<file path="config.mk">
export PLATFORM = sky130hd
export DESIGN_NAME = dchain_dma
export DESIGN_NICKNAME = d
export VERILOG_FILES = /design/src/rtl/dchain_pkg.sv /design/src/rtl/dchain_rst_sync.sv /design/src/rtl/dchain_tag_dec.sv /design/src/rtl/dchain_burst.sv /design/src/rtl/dchain_qw_pack.sv /design/src/rtl/dchain_dma.sv
export SDC_FILE = /design/constraint.sdc
export NUM_CORES = 1
export LEC_CHECK = 0
export ABC_AREA = 1
export BUFFER_PORTS_ARGS = -buffer_cell sky130_fd_sc_hd__buf_2
export CORE_MARGIN = 2
export CORE_UTILIZATION = 60
export DETAILED_ROUTE_END_ITERATION = 8
export PLACE_DENSITY = 0.85
export SLEW_MARGIN = 10
export SYNTH_ARGS = -nofsm -noshare
export SYNTH_HDL_FRONTEND = slang
export SYNTH_SLANG_ARGS = --single-unit
</file>
<file path="constraint.sdc">
create_clock -name clk -period 32.2 [get_ports clk]
set_input_delay 9.66 -clock clk [delete_from_list [all_inputs] [get_ports clk]]
set_output_delay 9.66 -clock clk [all_outputs]
set_load 0.01 [all_outputs]
</file>
<file path="src/rtl/dchain_pkg.sv">
package dchain_pkg;
  localparam logic [2:0] TID_CNTS = 3'd0;
  localparam logic [2:0] TID_CNT  = 3'd1;
  localparam logic [2:0] TID_END  = 3'd7;

  typedef enum logic [1:0] {
    ST_IDLE,
    ST_EVAL,
    ST_TAG,
    ST_DATA
  } dstate_t;
endpackage

</file>
<file path="src/rtl/dchain_rst_sync.sv">
module dchain_rst_sync (
  input  logic clk,
  input  logic rst_n,
  output logic rst_sync_n
);
  logic [1:0] sync_q;

  always_ff @(posedge clk or negedge rst_n) begin
    if (!rst_n) sync_q <= 2'b00;
    else        sync_q <= {sync_q[0], 1'b1};
  end

  assign rst_sync_n = sync_q[1];
endmodule

</file>
<file path="src/rtl/dchain_tag_dec.sv">
module dchain_tag_dec #(
  parameter int QWC_W = 16
) (
  input  logic [31:0]      word0,
  output logic [QWC_W-1:0] tag_qwc,
  output logic [2:0]       tag_id,
  output logic             tag_irq
);
  assign tag_qwc = word0[QWC_W-1:0];
  assign tag_id  = word0[30:28];
  assign tag_irq = word0[31];
endmodule

</file>
<file path="src/rtl/dchain_burst.sv">
module dchain_burst #(
  parameter int QWC_W = 16,
  parameter int CNT_W = 8
) (
  input  logic [QWC_W-1:0] remain,
  input  logic [CNT_W-1:0] fifo_count,
  output logic [QWC_W-1:0] burst_len
);
  localparam int W = (QWC_W > CNT_W) ? QWC_W : CNT_W;

  logic [W-1:0] avail_qw;
  logic [W-1:0] remain_w;

  assign avail_qw  = W'(fifo_count >> 2);
  assign remain_w  = W'(remain);
  assign burst_len = (remain_w < avail_qw) ? remain : QWC_W'(avail_qw);
endmodule

</file>
<file path="src/rtl/dchain_qw_pack.sv">
module dchain_qw_pack (
  input  logic         clk,
  input  logic         rst_n,
  input  logic         clr,
  input  logic         take,
  input  logic [31:0]  word,
  output logic         qw_valid,
  output logic [127:0] qw
);
  localparam int LANES = 4;

  logic [1:0]  idx_q, idx_d;
  logic [31:0] held_q [LANES-1];

  always_comb begin
    idx_d = idx_q;
    if (clr)       idx_d = 2'd0;
    else if (take) idx_d = idx_q + 2'd1;
  end

  always_ff @(posedge clk or negedge rst_n) begin
    if (!rst_n) idx_q <= 2'd0;
    else        idx_q <= idx_d;
  end

  for (genvar k = 0; k < LANES - 1; k++) begin : g_lane
    always_ff @(posedge clk or negedge rst_n) begin
      if (!rst_n)                                held_q[k] <= 32'd0;
      else if (take && !clr && idx_q == 2'(k))   held_q[k] <= word;
    end
  end

  assign qw_valid = take && !clr && (idx_q == 2'd3);
  assign qw       = {word, held_q[2], held_q[1], held_q[0]};
endmodule

</file>
<file path="src/rtl/dchain_dma.sv">
module dchain_dma
  import dchain_pkg::*;
#(
  parameter int ADDR_W = 32,
  parameter int QWC_W  = 16,
  parameter int CNT_W  = 8
) (
  input  logic              clk,
  input  logic              rst_n,
  input  logic              ctl_wr,
  input  logic              ctl_start,
  input  logic              ctl_chain,
  input  logic              ctl_tie,
  input  logic [QWC_W-1:0]  ctl_qwc,
  input  logic [ADDR_W-1:0] ctl_addr,
  input  logic              stall_src,
  input  logic [CNT_W-1:0]  fifo_count,
  input  logic [31:0]       fifo_data,
  output logic              fifo_rd,
  output logic              mem_we,
  output logic [ADDR_W-1:0] mem_addr,
  output logic [127:0]      mem_data,
  output logic [ADDR_W-1:0] stall_addr,
  output logic              busy,
  output logic              done
);
  localparam logic [ADDR_W-1:0] QW_BYTES = ADDR_W'(16);
  localparam logic [CNT_W-1:0]  MIN_WORDS = CNT_W'(4);

  function automatic logic [ADDR_W-1:0] qw_align(input logic [ADDR_W-1:0] a);
    return {a[ADDR_W-1:4], 4'b0000};
  endfunction

  logic rst_i_n;

  dstate_t           st_q, st_d;
  logic [QWC_W-1:0]  qwc_q, qwc_d;
  logic [QWC_W-1:0]  burst_q, burst_d;
  logic [ADDR_W-1:0] addr_q, addr_d;
  logic [ADDR_W-1:0] stall_q, stall_d;
  logic [2:0]        tid_q, tid_d;
  logic              end_q, end_d;
  logic              chain_q, chain_d;
  logic              tie_q, tie_d;
  logic              done_q, done_d;
  logic              we_q, we_d;
  logic [ADDR_W-1:0] maddr_q;
  logic [127:0]      mdata_q;

  logic              pk_clr;
  logic              qw_valid;
  logic [127:0]      qw;
  logic [QWC_W-1:0]  tg_qwc;
  logic [2:0]        tg_id;
  logic              tg_irq;
  logic [QWC_W-1:0]  burst_len;
  logic              have_qw;
  logic [ADDR_W-1:0] tg_addr;
  logic [ADDR_W-1:0] addr_next;

  dchain_rst_sync u_rst (
    .clk        (clk),
    .rst_n      (rst_n),
    .rst_sync_n (rst_i_n)
  );

  dchain_qw_pack u_pack (
    .clk      (clk),
    .rst_n    (rst_i_n),
    .clr      (pk_clr),
    .take     (fifo_rd),
    .word     (fifo_data),
    .qw_valid (qw_valid),
    .qw       (qw)
  );

  dchain_tag_dec #(.QWC_W(QWC_W)) u_tag (
    .word0   (qw[31:0]),
    .tag_qwc (tg_qwc),
    .tag_id  (tg_id),
    .tag_irq (tg_irq)
  );

  dchain_burst #(.QWC_W(QWC_W), .CNT_W(CNT_W)) u_burst (
    .remain     (qwc_q),
    .fifo_count (fifo_count),
    .burst_len  (burst_len)
  );

  assign have_qw   = (fifo_count >= MIN_WORDS);
  assign tg_addr   = qw_align(qw[32 +: ADDR_W]);
  assign addr_next = addr_q + QW_BYTES;
  assign fifo_rd   = (st_q == ST_TAG) || (st_q == ST_DATA);

  // next-state logic
  always_comb begin
    st_d    = st_q;
    qwc_d   = qwc_q;
    burst_d = burst_q;
    addr_d  = addr_q;
    stall_d = stall_q;
    tid_d   = tid_q;
    end_d   = end_q;
    chain_d = chain_q;
    tie_d   = tie_q;
    done_d  = 1'b0;
    we_d    = 1'b0;
    pk_clr  = 1'b0;

    unique case (st_q)
      ST_EVAL: begin
        if (qwc_q == '0) begin
          if (!chain_q || end_q) begin
            st_d   = ST_IDLE;
            done_d = 1'b1;
          end else if (have_qw) begin
            st_d = ST_TAG;
          end
        end else if (have_qw) begin
          st_d    = ST_DATA;
          burst_d = burst_len;
        end
      end
      ST_TAG: begin
        if (qw_valid) begin
          qwc_d  = tg_qwc;
          addr_d = tg_addr;
          tid_d  = tg_id;
          if (tg_id == TID_END || (tie_q && tg_irq)) end_d = 1'b1;
          if (tg_id == TID_CNTS && stall_src)        stall_d = tg_addr;
          st_d = ST_EVAL;
        end
      end
      ST_DATA: begin
        if (qw_valid) begin
          we_d    = 1'b1;
          addr_d  = addr_next;
          qwc_d   = qwc_q - 1'b1;
          burst_d = burst_q - 1'b1;
          if (qwc_q == QWC_W'(1) && stall_src && (!chain_q || tid_q == TID_CNTS))
            stall_d = addr_next;
          if (burst_q == QWC_W'(1)) st_d = ST_EVAL;
        end
      end
      default: ;
    endcase

    // a control write takes priority over everything else
    if (ctl_wr) begin
      pk_clr = 1'b1;
      done_d = 1'b0;
      end_d  = 1'b0;
      if (ctl_start) begin
        st_d    = ST_EVAL;
        chain_d = ctl_chain;
        tie_d   = ctl_tie;
        qwc_d   = ctl_qwc;
        addr_d  = qw_align(ctl_addr);
        tid_d   = TID_CNT;
      end else begin
        st_d = ST_IDLE;
      end
    end
  end

  // state registers
  always_ff @(posedge clk or negedge rst_i_n) begin
    if (!rst_i_n) begin
      st_q    <= ST_IDLE;
      qwc_q   <= '0;
      burst_q <= '0;
      addr_q  <= '0;
      stall_q <= '0;
      tid_q   <= TID_CNT;
      end_q   <= 1'b0;
      chain_q <= 1'b0;
      tie_q   <= 1'b0;
      done_q  <= 1'b0;
      we_q    <= 1'b0;
    end else begin
      st_q    <= st_d;
      qwc_q   <= qwc_d;
      burst_q <= burst_d;
      addr_q  <= addr_d;
      stall_q <= stall_d;
      tid_q   <= tid_d;
      end_q   <= end_d;
      chain_q <= chain_d;
      tie_q   <= tie_d;
      done_q  <= done_d;
      we_q    <= we_d;
    end
  end

  // memory write payload, enabled only on a completed quadword
  always_ff @(posedge clk or negedge rst_i_n) begin
    if (!rst_i_n) begin
      maddr_q <= '0;
      mdata_q <= '0;
    end else if (we_d) begin
      maddr_q <= addr_q;
      mdata_q <= qw;
    end
  end

  assign mem_we     = we_q;
  assign mem_addr   = maddr_q;
  assign mem_data   = mdata_q;
  assign stall_addr = stall_q;
  assign busy       = (st_q != ST_IDLE);
  assign done       = done_q;
endmodule

</file>
==> metrics.md <==
| Metric | Value |
|---|---|
| Fin crit share | `38.3%` |
| Synth-to-Final Area Change | `16.7%` |
| Total routed wirelength | `49.2 mm` |
| Number of standard cells in the final layout excluding fillers | `2,735` |
| TritonCTS Sinks | `366` |
| Number of instances in the placed design | `about 2,700` |
| Die Y | `171 um` |
| Post-CTS setup buffer count | `0` |
| Number of fill cells in the layout | `around 2,300` |
| Worst setup slack after layout | `19,880 ps` |
| Clk Tree Root Cell | `sky130_fd_sc_hd__clkbuf_16` |
| Most common cell in the synthesized netlist | `sky130_fd_sc_hd__nand2_1` |
| Hold violation count in the final report | `0` |
| Run status | `finished, final reports clean` |
| Post-synth ARST share | `100%` |
| Post-synthesis average cell area | `roughly 8.0 um^2` |
| Required time of the critical path | `32,660 ps` |
| Worst setup path category | `input pin to flip-flop` |
| Post-route ant nets | `0` |
| Post-Synthesis Cells | `2,094` |
| Portion of the post-synthesis area used by sequential elements | `between 50% and 60%` |
| Vias in the first global route | `14,600` |
| Detailed Routing Iterations Pass 1 | `6` |
| Average routed wire per standard cell | `18.0 um` |
| Leading area contributor after synthesis | `sky130_fd_sc_hd__dfrtp_1` |
| Clock-pin slew reported for the worst setup and hold paths after clock tree synthesis | `60 ps` |
| Post-placement worst setup slack | `19,470 ps` |
| Startpoint type of the worst setup path | `input pin` |
| Finished layout cell area | `19,500 um^2` |
| Vias per std cell | `5.64` |
| Pin count of the biggest net entering global routing | `roughly 160` |
| Number of antenna violations at the first check in global routing | `0` |
| Final worst path period need | `12,320 ps` |
| Largest cells by area after synthesis | `sky130_fd_sc_hd__dfrtp_1 55%, sky130_fd_sc_hd__nand2_1 14%, sky130_fd_sc_hd__o21ai_0 8.3%` |
| Class of the most critical hold timing path | `flip-flop to flip-flop` |
| Share of cells above drive strength 1 | `16.3%` |
| # IOs | `291` |
| CTS tree | `done` |
| Setup-violating endpoint count in the final report | `0` |
| Clock H-tree levels | `2` |
| Headroom to the max-slew limit | `roughly 25%` |
| Number of antenna cells inserted | `0` |
| Iteration-0 DRC count of the detailed router | `1,483` |
| Post-route DRC | `0` |
| Netlist area before placement | `16,700 um^2` |
| CTS hold repair buffers | `0` |
| Number of buffers created by CTS | `38` |
| Worst-Margin Slew | `~1100 ps` |
| Global-route wire length before repair | `between 70 and 80 mm` |
| Area inside the core boundary | `roughly 28,000 um^2` |
| Number of synthesized register bits | `366` |
| Number of slew-limit violations in the final report | `0` |
| Endpoint arrival time on the critical path | `roughly 13,000 ps` |
| Maximum clock rate | `around 0.081 GHz` |
| Unique cell type count in the Yosys netlist | `44` |
| DPL Wire Length | `33.4 mm` |
| Most instantiated flip-flop cell in the synthesis netlist | `sky130_fd_sc_hd__dfrtp_1` |
| Setup TNS after final layout | `0 ps` |
| Overall Global Routing Usage | `33.9%` |
| Post-synth net total | `2,203` |
| Total congestion overflow after global routing | `0` |
| Initial core utilization | `between 60% and 70%` |
| Maximum vdd drop | `about 0.046 mV` |
| Setup Skew | `16.6 ps` |
| Top cell type's share of synthesized area | `between 50% and 60%` |
| Leakage power summed over all cells | `around 11 nW` |
| Placed Instance Area | `18,300 um^2` |
| Number of warnings issued by yosys | `0` |
| Hold WS | `370 ps` |
| Final Wtd Congestion | `approximately 0.94` |
| Synth top cells by count | `642 x sky130_fd_sc_hd__nand2_1, 365 x sky130_fd_sc_hd__dfrtp_1, 277 x sky130_fd_sc_hd__o21ai_0` |
| Count of cells resized by post-cts repair | `0` |
| Largest driver fanout on the critical path | `33` |
| Crit end category | `flip-flop` |
| Die width | `between 150 and 200 um` |
| Number of buffers between clock root and the deepest sink | `3` |
| RSZ-0062 raised after global routing | `no` |
| Clock insertion delay at the later pin of the skew report | `540 ps` |
| Total number of placement rows | `61` |
| PortBufs | `284` |
| Number of nets in the finished design | `2,438` |
| Number of enable-type register cells in the synthesized netlist | `0` |
| Total power density per cell area | `71.6 nW/um^2` |
| Total die area | `29,300 um^2` |
| Routed via count | `15,400` |
| Maxcap violations | `0` |
==> report_power, final <==
| group | leakage, nW | switching (mW) | internal, mW |
|---|---|---|---|
| Clock | 0.591 | 0.185 | 0.245 |
| Combinational | 5.08 | 0.227 | 0.109 |
| Sequential | 4.84 | 0.0820 | 0.551 |
| Total | 10.5 | 0.494 | 0.905 |
==> cells in the final DEF, fill, tap and decap left out, types with 3 or more instances in the layout <==
cell,instances
sky130_fd_sc_hd__clkbuf_16,39
sky130_fd_sc_hd__o221ai_1,7
sky130_fd_sc_hd__inv_2,8
sky130_fd_sc_hd__buf_4,13
sky130_fd_sc_hd__nand4_1,16
sky130_fd_sc_hd__buf_2,284
sky130_fd_sc_hd__nand2_2,7
sky130_fd_sc_hd__a21oi_1,86
sky130_fd_sc_hd__ha_1,14
sky130_fd_sc_hd__o21ai_0,277
sky130_fd_sc_hd__o22a_1,5
sky130_fd_sc_hd__inv_1,192
sky130_fd_sc_hd__o21ai_1,23
sky130_fd_sc_hd__a41oi_1,3
sky130_fd_sc_hd__clkinv_2,10
sky130_fd_sc_hd__clkbuf_1,9
sky130_fd_sc_hd__nand2_1,637
sky130_fd_sc_hd__nor2_2,3
sky130_fd_sc_hd__nor2_1,202
sky130_fd_sc_hd__clkinvlp_4,3
sky130_fd_sc_hd__nand3b_1,3
sky130_fd_sc_hd__xor2_1,8
sky130_fd_sc_hd__o211ai_1,5
sky130_fd_sc_hd__nor3_1,10
sky130_fd_sc_hd__nand3_1,90
sky130_fd_sc_hd__dfrtp_1,364
sky130_fd_sc_hd__o22ai_1,5
==> worst max-delay path, cell delays in order <==
cell                      delay [ps]
sky130_fd_sc_hd__buf_2           180
sky130_fd_sc_hd__nor2_4          240
sky130_fd_sc_hd__nand2_2         360
sky130_fd_sc_hd__buf_4           400
sky130_fd_sc_hd__a21oi_2         590
sky130_fd_sc_hd__nand2_2         570
sky130_fd_sc_hd__inv_2           500
sky130_fd_sc_hd__nand2_1         140
sky130_fd_sc_hd__nand2_1         120
==> layer usage <==
layer  vias to the layer above  track usage (%)  wire [um]
met5                         -                0          0
met4                         0             13.2       1830
met3                       127             6.55       4360
met2                       755             51.9      22400
met1                      7377             48.1      20700
li1                       7172                -          -
==> logic make-up after synthesis <==
kind of cell	synth area share, %
compound gates	13.6
xor+xnor	0.418
fa+ha+maj	1.05
buf+inv	7.15
flops	54.7
other cells	0.0224
simple gates	23.0
==> per-stage QoR <==
stage	power (mW)	utilization, %
final	1.40	70.7
after global placement	0.947	66.3
after global routing	1.48	70.7
after CTS	1.39	70.7
after detailed placement	0.963	66.3
after floorplan	0.847	-
==> final timing paths <==
path                              endpoint  cells after the start       startpoint  slack, ps
min in group asynchronous           mem_we                      0  u_rst.sync_q[1]        510
max reg2reg                  stall_addr[4]                     10          st_q[1]      28130
min reg2reg                u_rst.sync_q[1]                      0  u_rst.sync_q[0]        370
max in group asynchronous  u_rst.sync_q[1]                      1            rst_n      23190
min                        u_rst.sync_q[1]                      0  u_rst.sync_q[0]        370
max                          stall_addr[4]                      9           ctl_wr      19880
==> sequential cells by signal, indices dropped and copies added, names as in the netlist, 2 cells and up <==
signal        cells
tid_q             3
u_pack.idx_q      2
u_pack.qw        96
u_rst.sync_q      2
burst_q          16
addr_q           32
qwc_q            16
mem_data        128
mem_addr         32
st_q              2
stall_addr       32
==> layout make-up <==
type                    instances  area (um^2)  area share (%)
flip-flops and latches        366         9160            46.9
clock buffers                  50         1040            5.31
multi-input cells            1424         6410            32.8
well taps                     378          473            2.42
repair buffers                297         1520            7.77
clock inverters                18          174           0.890
inverters                     202          763            3.91
(Power assumes the default switching activity.)
